[config.mk]
export PLATFORM = sky130hd
export DESIGN_NAME = brownout_guard
export DESIGN_NICKNAME = d
export VERILOG_FILES = /design/src/rtl/brownout_pkg.sv /design/src/rtl/bo_run_counter.sv /design/src/rtl/bo_level_flag.sv /design/src/rtl/bo_status_port.sv /design/src/rtl/brownout_guard.sv
export SDC_FILE = /design/constraint.sdc
export NUM_CORES = 1
export LEC_CHECK = 0
export BUFFER_PORTS_ARGS = -buffer_cell sky130_fd_sc_hd__clkbuf_2
export CAP_MARGIN = 40
export CORE_AREA = 2 2 39 41
export CTS_BUF_LIST = sky130_fd_sc_hd__clkbuf_16
export CTS_CLUSTER_DIAMETER = 40
export DETAILED_ROUTE_END_ITERATION = 8
export DIE_AREA = 0 0 41 43
export GPL_ROUTABILITY_DRIVEN = 0
export GPL_TIMING_DRIVEN = 1
export PLACE_DENSITY = 0.71
export SLEW_MARGIN = 5
export SYNTH_ARGS = -nofsm -noshare
export SYNTH_HDL_FRONTEND = slang
export SYNTH_SLANG_ARGS = --single-unit
[constraint.sdc]
create_clock -name clk -period 1.91 [get_ports clk]
set_clock_uncertainty 0.15 [all_clocks]
set_input_delay 0.2865 -clock clk [delete_from_list [all_inputs] [get_ports clk]]
set_output_delay 0.2865 -clock clk [all_outputs]
set_load 0.05 [all_outputs]
[src/rtl/brownout_pkg.sv]
package brownout_pkg;
    localparam int DATA_W = 8;

    typedef struct packed {
        logic              ind;
        logic [DATA_W-2:0] pad;
    } status_t;
endpackage

[src/rtl/bo_run_counter.sv]
module bo_run_counter #(
    parameter int RUN_LEN = 9,
    parameter int CNT_W   = $clog2(RUN_LEN + 1)
) (
    input  logic             clk,
    input  logic             rst_n,
    input  logic             enable,
    input  logic             low_sample,
    output logic [CNT_W-1:0] cnt_o,
    output logic             full_next_o
);
    localparam logic [CNT_W-1:0] CNT_MAX = CNT_W'(RUN_LEN);

    typedef struct packed {
        logic [CNT_W-1:0] cnt;
    } cnt_state_t;

    cnt_state_t st_d, st_q;

    always_comb begin
        st_d = st_q;
        if (!enable || !low_sample) begin
            st_d.cnt = '0;
        end else if (st_q.cnt != CNT_MAX) begin
            st_d.cnt = st_q.cnt + 1'b1;
        end
    end

    always_ff @(posedge clk) begin
        if (!rst_n) st_q <= '0;
        else        st_q <= st_d;
    end

    assign cnt_o       = st_q.cnt;
    assign full_next_o = (st_d.cnt == CNT_MAX);
endmodule

[src/rtl/bo_level_flag.sv]
module bo_level_flag (
    input  logic clk,
    input  logic rst_n,
    input  logic enable,
    input  logic low_sample,
    input  logic high_sample,
    output logic flag_o
);
    typedef struct packed {
        logic flag;
    } flag_state_t;

    flag_state_t st_d, st_q;

    always_comb begin
        st_d = st_q;
        if (!enable)          st_d.flag = 1'b0;
        else if (low_sample)  st_d.flag = 1'b1;
        else if (high_sample) st_d.flag = 1'b0;
    end

    always_ff @(posedge clk) begin
        if (!rst_n) st_q <= '0;
        else        st_q <= st_d;
    end

    assign flag_o = st_q.flag;
endmodule

[src/rtl/bo_status_port.sv]
module bo_status_port
    import brownout_pkg::*;
#(
    parameter int ADDR_W      = 8,
    parameter int STATUS_ADDR = 15
) (
    input  logic              clk,
    input  logic              rst_n,
    input  logic              rd_en,
    input  logic              wr_en,
    input  logic [ADDR_W-1:0] addr,
    input  logic [DATA_W-1:0] wdata,
    input  logic              indicator,
    output logic [DATA_W-1:0] rdata,
    output logic              rd_valid
);
    localparam logic [ADDR_W-1:0] STAT_A = ADDR_W'(STATUS_ADDR);

    typedef struct packed {
        status_t data;
        logic    valid;
    } port_state_t;

    port_state_t st_d, st_q;
    logic        hit;
    logic        unused_write;

    // the status byte is read-only: write strobes are absorbed here
    assign unused_write = wr_en ^ (^wdata);
    assign hit          = rd_en && (addr == STAT_A);

    always_comb begin
        st_d       = '0;
        st_d.valid = hit;
        if (hit) st_d.data.ind = indicator;
    end

    always_ff @(posedge clk) begin
        if (!rst_n) st_q <= '0;
        else        st_q <= st_d;
    end

    assign rdata    = st_q.data;
    assign rd_valid = st_q.valid;
endmodule

[src/rtl/brownout_guard.sv]
module brownout_guard
    import brownout_pkg::*;
#(
    parameter int RUN_LEN     = 9,
    parameter int ADDR_W      = 8,
    parameter int STATUS_ADDR = 15
) (
    input  logic              clk,
    input  logic              rst_n,
    input  logic              below_fall_i,
    input  logic              above_rise_i,
    input  logic              cfg_powerdown_i,
    input  logic              cfg_rst_inhibit_i,
    input  logic              rd_en_i,
    input  logic              wr_en_i,
    input  logic [ADDR_W-1:0] addr_i,
    input  logic [7:0]        wdata_i,
    output logic [7:0]        rdata_o,
    output logic              rd_valid_o,
    output logic              lv_reset_o
);
    localparam int CNT_W = $clog2(RUN_LEN + 1);

    typedef struct packed {
        logic req;
    } rst_state_t;

    logic             sup_en;
    logic [CNT_W-1:0] run_cnt;
    logic             run_full_next;
    logic             lv_flag;
    rst_state_t       rs_d, rs_q;

    assign sup_en = !cfg_powerdown_i;

    bo_run_counter #(.RUN_LEN(RUN_LEN), .CNT_W(CNT_W)) u_run (
        .clk         (clk),
        .rst_n       (rst_n),
        .enable      (sup_en),
        .low_sample  (below_fall_i),
        .cnt_o       (run_cnt),
        .full_next_o (run_full_next)
    );

    bo_level_flag u_flag (
        .clk         (clk),
        .rst_n       (rst_n),
        .enable      (sup_en),
        .low_sample  (below_fall_i),
        .high_sample (above_rise_i),
        .flag_o      (lv_flag)
    );

    bo_status_port #(.ADDR_W(ADDR_W), .STATUS_ADDR(STATUS_ADDR)) u_port (
        .clk       (clk),
        .rst_n     (rst_n),
        .rd_en     (rd_en_i),
        .wr_en     (wr_en_i),
        .addr      (addr_i),
        .wdata     (wdata_i),
        .indicator (lv_flag),
        .rdata     (rdata_o),
        .rd_valid  (rd_valid_o)
    );

    // request set by a full run, held until a rising-level sample
    always_comb begin
        rs_d.req = sup_en && !cfg_rst_inhibit_i &&
                   (run_full_next || (rs_q.req && !above_rise_i));
    end

    always_ff @(posedge clk) begin
        if (!rst_n) rs_q <= '0;
        else        rs_q <= rs_d;
    end

    assign lv_reset_o = rs_q.req;
endmodule

=== Yosys cells after proc, flatten, opt, wreduce, memory -nomap -nowiden ===
Cells that the tools add are included.

* Input port bits: 24
* Output and inout bits: 10
* Bits in writable memories: 0
* Latch bits: 0
* Memories: 0
* Flip-flop bits (word level): 8
* Word-level logic and storage cells: 27
* ROM bits: 0

* Order comparisons: 0
* Multiplexer cells: 4
* Bitwise operators: 1
* Shift-type cells: 0
* Multiply operators: 0
* Eq/ne operators: 3
* Reductions and logical operators: 13
* $add $sub $neg: 1
* Divide/modulo/power cells: 0

{| class="wikitable"
|+ Operators by type and width
! kind !! number
|-
| equality test 8 x 4 -> 1 bit (second input constant) || 1
|-
| two-way mux 4 bit || 2
|-
| adder 4 x 1 -> 4 bit (second input constant) || 1
|-
| equality test 4 bit (second input constant) || 1
|-
| logical AND 1 bit || 4
|-
| logical NOT 1 bit || 4
|-
| inequality test 4 bit (second input constant) || 1
|-
| logical OR 1 bit || 2
|-
| two-way mux 1 bit || 2
|-
| AND reduction 2 bit || 1
|-
| nonzero test 2 bit || 1
|-
| OR reduction 2 bit || 1
|-
| inverter 1 bit || 1
|}

=== Logic depth before layout (Yosys ltp) ===
* Depth in word-level cells: 6
* Depth in mapped cells: 6
* Mapped depth without buffers: 6

=== Modules after synthesis ===
A second synthesis with hierarchy kept.

* Cells, all modules: 50
* Area total of the unflattened synthesis: 460.4 sq um

{| class="wikitable"
|+ Modules (own cells, without submodules)
! module !! cells each !! area an instance (sq um) !! seq. area each (sq um) !! instances
|-
| bo_run_counter || 26 || 239.0 || 80.1 || 1
|-
| bo_status_port || 16 || 141.4 || 40.0 || 1
|-
| brownout_guard || 5 || 43.8 || 20.0 || 1
|-
| bo_level_flag || 3 || 36.3 || 20.0 || 1
|}

=== Worst setup path before layout ===
Ideal clock, no wire load.

* Path kind: input to register
* From: input addr_i[4]
* To: register u_port.st_q, in the netlist u_port.rdata[7]
* Library setup time: 0.059 ns
* Buffers on the path: 0
* Data required time: 1.701 ns
* Stages: 3
* Slack: 0.494 ns
* Arrival time: 1.207 ns
* Cells stage by stage: or4b_1 > nor4b_2 > and2_1

* Word-level cells in the longest chain between the ends: 3

{| class="wikitable"
|+ Ends and longest elaborated chain
! what !! line !! RTL
|-
| from (decl) || brownout_guard.sv:16 || <nowiki>input logic [ADDR_W-1:0] addr_i,</nowiki>
|-
| equality test 8 x 4 -> 1 bit || bo_status_port.sv:30 || <nowiki>assign hit = rd_en && (addr == STAT_A);</nowiki>
|-
| logical AND 1 bit || bo_status_port.sv:30 ||
|-
| AND reduction 2 bit (no source line) || - ||
|-
| to (signal assigned) || bo_status_port.sv:40 || <nowiki>else st_q <= st_d;</nowiki>
|-
| to (decl) || bo_status_port.sv:24 || <nowiki>port_state_t st_d, st_q;</nowiki>
|}

No other way between the ends.
A chain may end at the register's enable or synchronous reset.

=== Final worst setup path ===
* From: register u_run.st_q, in the netlist u_run.cnt_o[1]
* To: register rs_q, in the netlist lv_reset_o

* Word-level cells in the longest chain between the ends: 6
* Elaborated cells on any way between the ends: 7
* Those cells by class: add/sub (1); eq/ne (2); mux (2); reduce/logical (2)

{| class="wikitable"
|+ Ends and longest elaborated chain
! what !! line !! RTL
|-
| from (decl) || bo_run_counter.sv:18 || <nowiki>cnt_state_t st_d, st_q;</nowiki>
|-
| from (signal assigned) || bo_run_counter.sv:31 || <nowiki>else st_q <= st_d;</nowiki>
|-
| adder 4 x 1 -> 4 bit or inequality test 4 bit (tied branches) || bo_run_counter.sv:25, bo_run_counter.sv:24 ||
|-
| two-way mux 4 bit (*) || bo_run_counter.sv:24 || <nowiki>end else if (st_q.cnt != CNT_MAX) begin</nowiki>
|-
| two-way mux 4 bit (*) || bo_run_counter.sv:22 || <nowiki>if (!enable || !low_sample) begin</nowiki>
|-
| equality test 4 bit (*) || bo_run_counter.sv:35 || <nowiki>assign full_next_o = (st_d.cnt == CNT_MAX);</nowiki>
|-
| logical OR 1 bit (*) || brownout_guard.sv:69 || <nowiki>(run_full_next || (rs_q.req && !above_rise_i));</nowiki>
|-
| logical AND 1 bit (*) || brownout_guard.sv:68 || <nowiki>rs_d.req = sup_en && !cfg_rst_inhibit_i &&</nowiki>
|-
| to (signal assigned) || brownout_guard.sv:74 || <nowiki>else rs_q <= rs_d;</nowiki>
|-
| to (decl) || brownout_guard.sv:32 || <nowiki>rst_state_t rs_d, rs_q;</nowiki>
|}

Every way passes the cells marked *; elsewhere a longest branch is shown, timed or not.

==> metrics.md <==
| Metric | Value |
|---|---|
| Worst Hold Class | primary input to flop |
| Worst EP arrival | 1.51 ns |
| Cell Rows | 14 |
| Unrepaired setup endpoints after global routing | no |
| WHS Endpoint | lv_reset_o |
| Largest net degree at the start of global routing | 7 |
| Global-route wire length before repair | 1069 um |
| Post-route antenna net violation count | 0 |
| Via density | 4.263 |
| Critical path class | flop to flop |
| FF-to-FF Start | u_run.cnt_o[1] |
| Peak supply drop | 456.4 uV |
| Die height | 43 um |
| CTS Buffer Depth | 2 |
| Post-Syn Instances | 45 |
| Logic gate share of total power | 9.8% |
| Worst Path Max Fanout | 5 |
| Drc violations | 0 |
| Post-CTS Resized | 0 |
| Total number of vias | 341 |
| PwrDens | 1001 nW/um2 |
| Worst-Skew Late Latency | 0.23 ns |
| Worst R2R Setup Slack | 0.40 ns |
| Detailed placer's ending HPWL | 568.9 um |
| Hold_sp | cfg_rst_inhibit_i |
| Post-Synthesis Cell Area | 421.7 um2 |
| Crit end category | flop |
| Fin crit period | 1.515 ns |
| Worst r2r path cells | 6 |
| Part of the cycle the worst path needs | 79.31% |
| Startpoint Class | flop |
| Final WS setup | 0.3951 ns |
| Die width | 41 um |
| Setup bufs post-CTS | 0 |
| Vias in the first global route | 314 |
| Reg clk slew, reported paths | 0.04 ns |
| Number of antenna violations at the first check in global routing | 0 |
| Switch Pwr | 117.0 uW |
| H-Tree Depth | 1 |
| Max-cap violations | 0 |
| Fmax | 0.6601 GHz |
| Register area | 160.2 um2 |
| # nets final | 92 |
| Fin. Hold Viols | 0 |
| Sink Count | 8 |
| Cell variety after synth | 20 |
| Root Buffer | clkbuf_16 |
| Die area | 1763 um2 |
| Setup TNS | 0 ns |
| Initial core utilization | 30.47% |
| Sw frac | 20.43% |
| CTS tree | built |
| Share of cells above drive strength 1 | 32.81% |
| Footprint of the multi-input gates | 224.0 um2 |
| Sequential power share | 30.1% |
| Lkg Pwr | 0.2690 nW |
| Post-synthesis sequential area ratio | 37.98% |
| Most common cell after layout, fill and taps aside | clkbuf_2 |
| Hold Buf Count CTS | 0 |
| Overall routing resource usage | 8.889% |
| Cts bufs inserted | 3 |
| Clock Power Share | 60.1% |
| DRT iter0 DRCs | 2 |
| Syn Area/Cell | 9.370 um2 |
| Commonest non-fill, non-tap cells in the layout | clkbuf_2 (17), dfxtp_1 (8), conb_1 (7) |
| Slew Viols, Final | 0 |
| Setup Viol. Count Final | 0 |
| WHS Path Cells | 2 |
| Area Growth Syn to Fin | 35.61% |
| Top Ports | 34 |
| N_diodes | 0 |
| Final wirelength | 697 um |
| PortBufs | 17 |
| Core Area | 1384 um2 |
| Status | finished clean |
| Synthesized flop and latch total | 8 |
| Pint | 455.4 uW |
| GRT Residual Overflow | 0 |
| Drt first pass iters | 4 |
| CP required | 1.91 ns |
| Pre-CTS WS | 0.3636 ns |
| Worst r2r dst | lv_reset_o |
| # fillers | 129 |
| DR WL/cell | 8.713 um |
| WHS | 0.07116 ns |
| Synth warn | 0 |
## flip-flops by register name (all words and copies together) (netlist names)
name,count
u_run.cnt_o,4
u_port.rdata,1
u_port.rd_valid,1
u_flag.flag_o,1
lv_reset_o,1
## stage by stage
step	util, %	power, mW	instances	cell area (um2)
2_1_floorplan	-	0.2255	51	444.2
3_3_place_gp	35.90	0.2302	77	496.7
3_5_place_dp	35.90	0.2310	77	496.7
4_1_cts	41.32	0.5793	80	571.8
5_1_grt	41.32	0.5958	80	571.8
6_report	41.32	0.5724	80	571.8
## power by group through the flow
stage	clock network [mW]	logic, mW	registers [mW]
5_1_grt	0.362	0.0611	0.172
2_1_floorplan	0	0.0511	0.174
3_5_place_dp	0	0.0563	0.175
6_report	0.344	0.0563	0.172
3_3_place_gp	0	0.0555	0.175
4_1_cts	0.351	0.0564	0.172
## how the worst max path moves through the flow
| stage | cells after the start | end | start | slack (ns) |
|---|---|---|---|---|
| 2_1_floorplan | 3 | u_port.rdata[7] | addr_i[4] | 0.49 |
| 3_3_place_gp | 4 | u_port.rdata[7] | addr_i[4] | 0.40 |
| 3_5_place_dp | 4 | u_port.rdata[7] | addr_i[4] | 0.36 |
| 4_1_cts | 6 | lv_reset_o | u_run.cnt_o[1] | 0.38 |
| 5_1_grt | 6 | lv_reset_o | u_run.cnt_o[1] | 0.22 |
| 6_report | 6 | lv_reset_o | u_run.cnt_o[1] | 0.40 |
## synthesized netlist by cell type (all sizes together)
cell / instances / area (um2)
a211oi: 1 / 7.510
a21oi: 2 / 10.01
a41oi: 1 / 8.760
and2: 1 / 6.260
buf: 7 / 52.55
conb: 1 / 3.750
dfxtp: 8 / 160.2
ha: 2 / 25.02
inv: 2 / 7.510
mux2i: 2 / 20.02
nand2b: 3 / 18.77
nand3: 1 / 5.000
nand3b: 2 / 15.01
nand4: 1 / 6.260
nor2: 4 / 15.01
nor2b: 2 / 12.51
nor3: 1 / 5.000
nor4b: 1 / 15.01
or4b: 1 / 10.01
xnor2: 2 / 17.52
## final cells by class
class                           count  share of cell area (%)
Clock buffer                        3                   13.13
Tap cell                           16                   3.501
Sequential cell                     8                   28.01
Inverter                            2                   1.313
Timing Repair Buffer               17                   14.88
Multi-Input combinational cell     34                   39.17
## per-layer routing
| metal | global-route usage [%] | vias up | routed length (um) |
|---|---|---|---|
| met4 | 4.000 | 0 | 0 |
| met2 | 14.37 | 19 | 344 |
| met3 | 3.141 | 0 | 67 |
| li1 | - | 178 | - |
| met5 | 0 | - | 0 |
| met1 | 9.836 | 144 | 285 |
## cells by family (layout without fill, tap and decap cells)
logic type	after synthesis	in the layout	synth area share, %
mux	2	2	4.748
buf+inv	9	22	14.24
xor+xnor	2	2	4.155
compound gates	4	4	6.233
fa+ha+maj	2	2	5.934
simple gates	17	17	25.81
flops	8	8	37.98
other cells	1	7	0.8894
## worst max-delay path, cell delays in order (launching register included)
cell      delay, ns
dfxtp_1        0.38
inv_1          0.06
ha_1           0.19
nand3b_1       0.18
mux2i_1        0.21
a41oi_1        0.13
nor3_1         0.14
(Power assumes the default switching activity.)
